==> src/rtl/sfh_pkg.sv <==
package sfh_pkg;
   localparam int THR_W = 6;
   localparam int CNT_FIELD_W = 6;
   localparam int EV_W = 13;

   typedef enum logic [2:0] {
      RA_CTRL = 3'd0,
      RA_TXD  = 3'd1,
      RA_RXD  = 3'd2,
      RA_IEN  = 3'd3,
      RA_IST  = 3'd4,
      RA_FST  = 3'd5,
      RA_CLR  = 3'd6
   } reg_addr_e;

   localparam int CT_TXTHR_LSB = 13;
   localparam int CT_RXTHR_LSB = 7;
   localparam int CT_TXDMA     = 6;
   localparam int CT_RXDMA     = 5;
   localparam int CT_TXFEN     = 2;
   localparam int CT_RXFEN     = 1;
   localparam int CT_PEN       = 0;
   localparam logic [18:0] CT_MASK = 19'h7FFE7;
   localparam logic [14:0] IE_MASK = 15'h5FFF;
   localparam int IE_GLOBAL    = 14;

   localparam int EV_WXFER = 12;
   localparam int EV_TSTV  = 7;
   localparam int EV_TOVF  = 6;
   localparam int EV_RSTV  = 1;
   localparam int EV_ROVF  = 0;

   typedef struct packed {
      logic empty;
      logic aempty;
      logic full;
      logic afull;
   } lvl_t;
endpackage

==> src/rtl/sfh_fifo.sv <==
module sfh_fifo #(
   parameter int DW    = 16,
   parameter int DEPTH = 32,
   localparam int AW   = $clog2(DEPTH),
   localparam int CW   = $clog2(DEPTH + 1)
) (
   input  logic          clk,
   input  logic          rst_n,
   input  logic          flush,
   input  logic          push,
   input  logic [DW-1:0] wdat,
   input  logic          pop,
   output logic [DW-1:0] head,
   output logic [CW-1:0] cnt,
   output logic          push_ok,
   output logic          pop_ok,
   output logic          ovf_ev,
   output logic          stv_ev
);
   logic [DW-1:0] mem [DEPTH];
   logic [AW-1:0] wp_q, rp_q;
   logic [CW-1:0] cnt_q;
   logic          full, empty;

   assign full    = (cnt_q == CW'(DEPTH));
   assign empty   = (cnt_q == '0);
   assign push_ok = push & ~full;
   assign pop_ok  = pop & ~empty;
   assign ovf_ev  = push & full;
   assign stv_ev  = pop & empty;
   assign head    = mem[rp_q];
   assign cnt     = cnt_q;

   always_ff @(posedge clk) begin
      if (push_ok) mem[wp_q] <= wdat;
   end

   always_ff @(posedge clk) begin
      if (!rst_n || flush) begin
         wp_q  <= '0;
         rp_q  <= '0;
         cnt_q <= '0;
      end else begin
         if (push_ok) wp_q <= wp_q + 1'b1;
         if (pop_ok)  rp_q <= rp_q + 1'b1;
         unique case ({push_ok, pop_ok})
            2'b10:   cnt_q <= cnt_q + 1'b1;
            2'b01:   cnt_q <= cnt_q - 1'b1;
            default: cnt_q <= cnt_q;
         endcase
      end
   end
endmodule

==> src/rtl/sfh_level.sv <==
module sfh_level
   import sfh_pkg::*;
#(
   parameter int DEPTH = 32,
   parameter int CW    = 6,
   parameter int TW    = 6,
   localparam int XW   = ((CW > TW) ? CW : TW) + 1
) (
   input  logic [CW-1:0] cnt,
   input  logic [TW-1:0] thr,
   input  logic          en,
   output lvl_t          lvl,
   output logic [CW-1:0] cnt_vis
);
   logic [XW-1:0] cnt_x, thr_x;

   assign cnt_vis = en ? cnt : '0;
   assign cnt_x   = XW'(cnt_vis);
   assign thr_x   = XW'(thr);

   always_comb begin
      lvl.empty  = (cnt_vis == '0);
      lvl.full   = (cnt_vis == CW'(DEPTH));
      lvl.aempty = (cnt_x <= thr_x);
      lvl.afull  = ((cnt_x + thr_x) >= XW'(DEPTH));
   end
endmodule

==> src/rtl/snd_fifo_hub.sv <==
module snd_fifo_hub
   import sfh_pkg::*;
#(
   parameter int SW    = 16,
   parameter int DEPTH = 32
) (
   input  logic          clk,
   input  logic          rst_n,
   input  logic          reg_wr,
   input  logic          reg_rd,
   input  logic [2:0]    reg_addr,
   input  logic [31:0]   reg_wdata,
   output logic [31:0]   reg_rdata,
   input  logic          tx_pop,
   output logic          tx_valid,
   output logic [SW-1:0] tx_sample,
   input  logic          rx_push,
   input  logic [SW-1:0] rx_sample,
   output logic          dma_tx_req,
   output logic          dma_rx_req,
   output logic          port_en,
   output logic          irq
);
   localparam int CW = $clog2(DEPTH + 1);
   localparam int ND = 2;

   if (DEPTH < 2 || DEPTH > 32 || (DEPTH & (DEPTH - 1)) != 0) begin : g_chk_depth
      $error("snd_fifo_hub: DEPTH must be a power of two from 2 to 32");
   end
   if (SW < 1 || SW > 16) begin : g_chk_sw
      $error("snd_fifo_hub: SW must be 1 to 16");
   end

   logic [18:0] ctrl_q, ctrl_nxt;
   logic [14:0] ie_q;
   logic        ws_q, ts_q, to_q, rs_q, ro_q;

   logic [ND-1:0] fen, push_req, pop_req, push_ok, pop_ok, ovf_ev, stv_ev;
   logic [SW-1:0] pdat    [ND];
   logic [SW-1:0] head    [ND];
   logic [CW-1:0] cnt_raw [ND];
   logic [CW-1:0] cnt_vis [ND];
   logic [THR_W-1:0] thr  [ND];
   lvl_t          lvl     [ND];

   logic           wr_ctrl, wr_ien, wr_clr;
   logic [EV_W-1:0] ev;
   logic           pending, rx_avail;
   logic [19:0]    fst;
   logic           unused_hi;

   assign unused_hi = ^reg_wdata[31:19];

   assign wr_ctrl = reg_wr && (reg_addr == RA_CTRL);
   assign wr_ien  = reg_wr && (reg_addr == RA_IEN);
   assign wr_clr  = reg_wr && (reg_addr == RA_CLR);

   // direction 0 = transmit, direction 1 = receive
   assign fen[0]      = ctrl_q[CT_TXFEN];
   assign fen[1]      = ctrl_q[CT_RXFEN];
   assign thr[0]      = ctrl_q[CT_TXTHR_LSB +: THR_W];
   assign thr[1]      = ctrl_q[CT_RXTHR_LSB +: THR_W];
   assign push_req[0] = reg_wr && (reg_addr == RA_TXD);
   assign pdat[0]     = reg_wdata[SW-1:0];
   assign pop_req[0]  = tx_pop;
   assign push_req[1] = rx_push;
   assign pdat[1]     = rx_sample;
   assign pop_req[1]  = reg_rd && (reg_addr == RA_RXD);

   for (genvar d = 0; d < ND; d++) begin : g_dir
      sfh_fifo #(.DW(SW), .DEPTH(DEPTH)) u_fifo (
         .clk     (clk),
         .rst_n   (rst_n),
         .flush   (~fen[d]),
         .push    (push_req[d] & fen[d]),
         .wdat    (pdat[d]),
         .pop     (pop_req[d] & fen[d]),
         .head    (head[d]),
         .cnt     (cnt_raw[d]),
         .push_ok (push_ok[d]),
         .pop_ok  (pop_ok[d]),
         .ovf_ev  (ovf_ev[d]),
         .stv_ev  (stv_ev[d])
      );
      sfh_level #(.DEPTH(DEPTH), .CW(CW), .TW(THR_W)) u_lvl (
         .cnt     (cnt_raw[d]),
         .thr     (thr[d]),
         .en      (fen[d]),
         .lvl     (lvl[d]),
         .cnt_vis (cnt_vis[d])
      );
   end

   always_comb begin
      ctrl_nxt         = reg_wdata[18:0] & CT_MASK;
      ctrl_nxt[CT_PEN] = reg_wdata[CT_PEN] |
                         (ctrl_q[CT_PEN] & (reg_wdata[CT_TXFEN] | reg_wdata[CT_RXFEN]));
   end

   always_ff @(posedge clk) begin
      if (!rst_n) begin
         ctrl_q <= '0;
         ie_q   <= '0;
         ws_q   <= 1'b0;
         ts_q   <= 1'b0;
         to_q   <= 1'b0;
         rs_q   <= 1'b0;
         ro_q   <= 1'b0;
      end else begin
         if (wr_ctrl) ctrl_q <= ctrl_nxt;
         if (wr_ien)  ie_q   <= reg_wdata[14:0] & IE_MASK;
         ws_q <= (ws_q & ~(wr_clr & reg_wdata[EV_WXFER])) | pop_ok[0] | push_ok[1];
         ts_q <= (ts_q & ~(wr_clr & reg_wdata[EV_TSTV])) | stv_ev[0];
         to_q <= (to_q & ~(wr_clr & reg_wdata[EV_TOVF])) | ovf_ev[0];
         rs_q <= (rs_q & ~(wr_clr & reg_wdata[EV_RSTV])) | stv_ev[1];
         ro_q <= (ro_q & ~(wr_clr & reg_wdata[EV_ROVF])) | ovf_ev[1];
      end
   end

   assign ev      = {ws_q, lvl[0], ts_q, to_q, lvl[1], rs_q, ro_q};
   assign pending = |(ev & ie_q[EV_W-1:0]);
   assign irq     = ie_q[IE_GLOBAL] & pending;
   assign fst     = {CNT_FIELD_W'(cnt_vis[0]), lvl[0], CNT_FIELD_W'(cnt_vis[1]), lvl[1]};
   assign port_en = ctrl_q[CT_PEN];

   assign tx_valid  = ~lvl[0].empty;
   assign tx_sample = head[0];
   assign rx_avail  = ~lvl[1].empty;

   assign dma_tx_req = ctrl_q[CT_TXDMA] & fen[0] & ~lvl[0].full & lvl[0].aempty;
   assign dma_rx_req = ctrl_q[CT_RXDMA] & fen[1] & ~lvl[1].empty & lvl[1].afull;

   always_comb begin
      reg_rdata = '0;
      if (reg_rd) begin
         unique case (reg_addr)
            RA_CTRL: reg_rdata[18:0] = ctrl_q;
            RA_RXD: begin
               reg_rdata[16]     = rx_avail;
               reg_rdata[SW-1:0] = rx_avail ? head[1] : '0;
            end
            RA_IEN:  reg_rdata[14:0] = ie_q;
            RA_IST:  reg_rdata[13:0] = {pending, ev};
            RA_FST:  reg_rdata[19:0] = fst;
            default: reg_rdata = '0;
         endcase
      end
   end
endmodule

==> config.mk <==
export PLATFORM = sky130hd
export DESIGN_NAME = snd_fifo_hub
export DESIGN_NICKNAME = d
export VERILOG_FILES = /design/src/rtl/sfh_pkg.sv /design/src/rtl/sfh_fifo.sv /design/src/rtl/sfh_level.sv /design/src/rtl/snd_fifo_hub.sv
export SDC_FILE = /design/constraint.sdc
export NUM_CORES = 1
export LEC_CHECK = 0
export BUFFER_PORTS_ARGS = -buffer_cell sky130_fd_sc_hd__buf_2
export CAP_MARGIN = 25
export CORE_MARGIN = 2
export CORE_UTILIZATION = 25
export DETAILED_ROUTE_END_ITERATION = 8
export SYNTH_ARGS = -nofsm -noshare
export SYNTH_HDL_FRONTEND = slang
export SYNTH_SLANG_ARGS = --single-unit
export TNS_END_PERCENT = 20
==> constraint.sdc <==
create_clock -name clk -period 5.6 [get_ports clk]
set_input_delay 0.28 -clock clk [delete_from_list [all_inputs] [get_ports clk]]
set_output_delay 0.28 -clock clk [all_outputs]
set_load 0.02 [all_outputs]
==> flow_metrics.env <==
export IMPL_drtIter0Drc=2126
export IMPL_cts_tree="built"
export IMPL_period_needed_ns=4.210
export IMPL_rsz0062_at_grt="false"
export IMPL_relSlewSlack_pct=30.59
export IMPL_max_clock_path_buffers=3
export IMPL_vias_per_cell=4.474
export IMPL_hp_class="input port to flop"
export IMPL_cp_required_ns=5.32
export IMPL_async_reset_ff_share_pct=0
export IMPL_power_switching_mw=3.212
export IMPL_timing_hold_ws_ns=0.05264
export IMPL_fin_tns_setup_ns=0
export IMPL_synth_edf_count=1024
export IMPL_synthFlopType="edfxtp_1"
export IMPL_io_pins=110
export IMPL_cts_buffers=103
export IMPL_synth_most_common_cell="edfxtp_1"
export IMPL_grtUsageTotal_pct=11.33
export IMPL_ir_drop_v=0.0002585
export IMPL_fin_skew_ns=0.02716
export IMPL_syn_to_final_growth_pct=16.23
export IMPL_final_hold_viol_count=0
export IMPL_switching_share_pct=20.13
export IMPL_cp_start_kind="flop"
export IMPL_pwr_share_comb_pct=1.4
export IMPL_post_route_period_util_pct=75.17
export IMPL_synthTopCellsByCount="edfxtp_1, mux4_2, nor2_1"
export IMPL_nFillCells=16919
export IMPL_synth_area_mm2=0.04398
export IMPL_num_vias=21257
export IMPL_clk_latency_ns=0.71
export IMPL_cap_viol_max_count=0
export IMPL_setup_violations=0
export IMPL_p_int_mw=12.75
export IMPL_ant_nets=0
export IMPL_antenna_found_initial=16
export IMPL_avgSynthCellArea_um2=20.17
export IMPL_dieArea_mm2=0.1793
export IMPL_wire_per_inst_um=21.80
export IMPL_fmax_ghz=0.2376
export IMPL_clkPwrFrac_pct=42.2
export IMPL_initial_core_util_pct=25.22
export IMPL_path_clk_slew_ns=0.06
export IMPL_drc=0
export IMPL_gp_congestion=0.7949
export IMPL_grt_max_degree=67
export IMPL_seq_power_share_pct=56.4
export IMPL_fp_dieH_um=423.4
export IMPL_drt_total_wl_um=103600
export IMPL_fp_coreArea_mm2=0.1744
export IMPL_cts_root_buf="clkbuf_16"
export IMPL_drv_slew=0
export IMPL_tightest_slew_ns=1.040
export IMPL_clock_sinks=1102
export IMPL_outcome="finished clean"
export IMPL_drive_gt1_share_pct=30.24
export IMPL_synth_cells=2181
export IMPL_netlist_area_leader_share_pct=69.91
export IMPL_fin_nets=2433
export IMPL_critPathArrivalTime_ns=3.93
export IMPL_dp_hpwl_um=66320
export IMPL_crit_path_end_kind="primary output"
export IMPL_drt_first_pass_iters=5
export IMPL_cp_max_fo=17
export IMPL_grt_pass1_vias=21500
export IMPL_synth_cell_types=69
export IMPL_leakagePower_nw=15.14
export IMPL_synth_warnings=0
export IMPL_row_count=153
export IMPL_synth_area_leaders="edfxtp_1, mux4_2, dfxtp_1, nor2_1, ha_1"
export IMPL_die_w_um=423.4
export IMPL_yosys_area_top_type="edfxtp_1"
export IMPL_p_per_area_mw_per_mm2=312.1
export IMPL_ys_seq_area_share_pct=73.46
export IMPL_ys_ff_latch=1102
export IMPL_ctsHtreeMaxLevel=3
export IMPL_grt_ovfl_total=0
export IMPL_portBuffers=84
export IMPL_path_class="flop to primary output"
export IMPL_grt_first_pass_wirelength_um=150100
[placed cells by master, fill, tap and decap left out, types with 13 or more instances in the layout]
| cell type | n |
|---|---|
| mux2_2 | 19 |
| clkinv_1 | 22 |
| edfxtp_1 | 1024 |
| buf_2 | 84 |
| nor2_2 | 63 |
| nand2_1 | 110 |
| clkbuf_16 | 104 |
| nor2_1 | 58 |
| buf_8 | 31 |
| a22oi_1 | 17 |
| dfxtp_1 | 70 |
| buf_4 | 47 |
| o21ai_0 | 13 |
| o22ai_1 | 13 |
| inv_1 | 36 |
| clkbuf_1 | 21 |
| ha_1 | 34 |
| clkinv_2 | 18 |
| a21oi_1 | 36 |
| xor2_1 | 16 |
| mux2i_1 | 16 |
| mux4_2 | 317 |
| a21boi_0 | 33 |
[worst max-delay path, cell delays in order, from the launching register on]
cell and delay, ns:
dfxtp_1 0.72, nand2_1 0.22, inv_1 0.09, ha_1 0.21, maj3_1 0.20, maj3_2 0.20, a21oi_1 0.06, o21ai_0 0.14
and2_1 0.28, a221oi_1 0.13, a21oi_1 0.67, buf_2 0.30
[sequential cells by signal, indices dropped and copies added (netlist names), named ones only]
register / count
g_dir.u_fifo.wp_q: 10
to_q: 1
ts_q: 1
g_dir.u_fifo.mem: 1024
ctrl_q: 17
ie_q: 14
g_dir.u_fifo.cnt: 12
ro_q: 1
rs_q: 1
g_dir.u_fifo.rp_q: 10
ws_q: 1
[power by group through the flow]
stage / sequential [mW] / clock (mW) / combinational (mW)
after floorplan: 9.17 / 0 / 0.0721
after global placement: 9.17 / 0 / 0.213
after detailed placement: 9.17 / 0 / 0.224
after CTS: 8.99 / 6.89 / 0.228
after global routing: 8.99 / 7.19 / 0.247
final: 9.00 / 6.74 / 0.226
[per-layer routing]
metal,vias up,track usage [%],share of wire [%]
met2,664,19.11,50
met3,182,2.001,5.5
met1,11148,14.48,41
met4,6,4.342,3.9
li1,9257,-,-
met5,-,0,0.039
[logic make-up (layout without fill, tap and decap cells)]
kind of cell	after synthesis	count (layout)	synth area share [%]
other	1	17	0.008526
and+or+nand+nor	320	320	3.263
adders and majority gates	38	38	1.107
buffers and inverters	168	397	1.755
DFF	1102	1102	73.46
muxes	352	352	17.08
AOI/OAI and AO/OA	172	172	2.765
xor gates and xnor gates	28	28	0.5576
[area by class of cell]
cell class | instances | area [um2] | share of cell area, %
clock inverters | 59 | 504.2 | 0.9863
clock buffers | 127 | 2709 | 5.299
diodes | 5 | 12.51 | 0.02447
multi-input cells | 922 | 11100 | 21.71
repair buffers | 174 | 1419 | 2.775
flip-flops and latches | 1102 | 32330 | 63.25
well taps | 2325 | 2909 | 5.690
inverters | 37 | 138.9 | 0.2717
[metrics by stage]
step | cell area, um2 | std cells | util (%) | total power, mW | setup slack [ns]
after floorplan | 44020 | 2192 | - | 9.243 | 2.264
after global placement | 47370 | 4523 | 27.16 | 9.384 | 1.929
after detailed placement | 47780 | 4550 | 27.40 | 9.396 | 1.973
after CTS | 51050 | 4742 | 29.27 | 16.11 | 1.318
after global routing | 51110 | 4746 | 29.31 | 16.43 | 1.247
final | 51120 | 4751 | 29.31 | 15.96 | 1.390
[worst paths after layout]
| path | startpoint | cells past startpoint | end | slack (ns) |
|---|---|---|---|---|
| setup / recovery | ctrl_q[1] | 11 | reg_rdata[0] | 1.39 |
| hold / removal | reg_rd | 3 | rs_q | 0.05 |
| hold reg to reg | g_dir[1].u_fifo.rp_q[1] | 2 | flop | 0.50 |
| setup reg to reg | g_dir[1].u_fifo.cnt[2] | 14 | g_dir[1].u_fifo.cnt[5] | 1.94 |
[what timing repair did]
action / CTS / global route
resized for setup: 0 / 0
hold buffers: 6 / 0
setup buffers: 0 / 0
endpoints found under the hold margin: 6 / 0
Power figures use the tool's default switching activity.
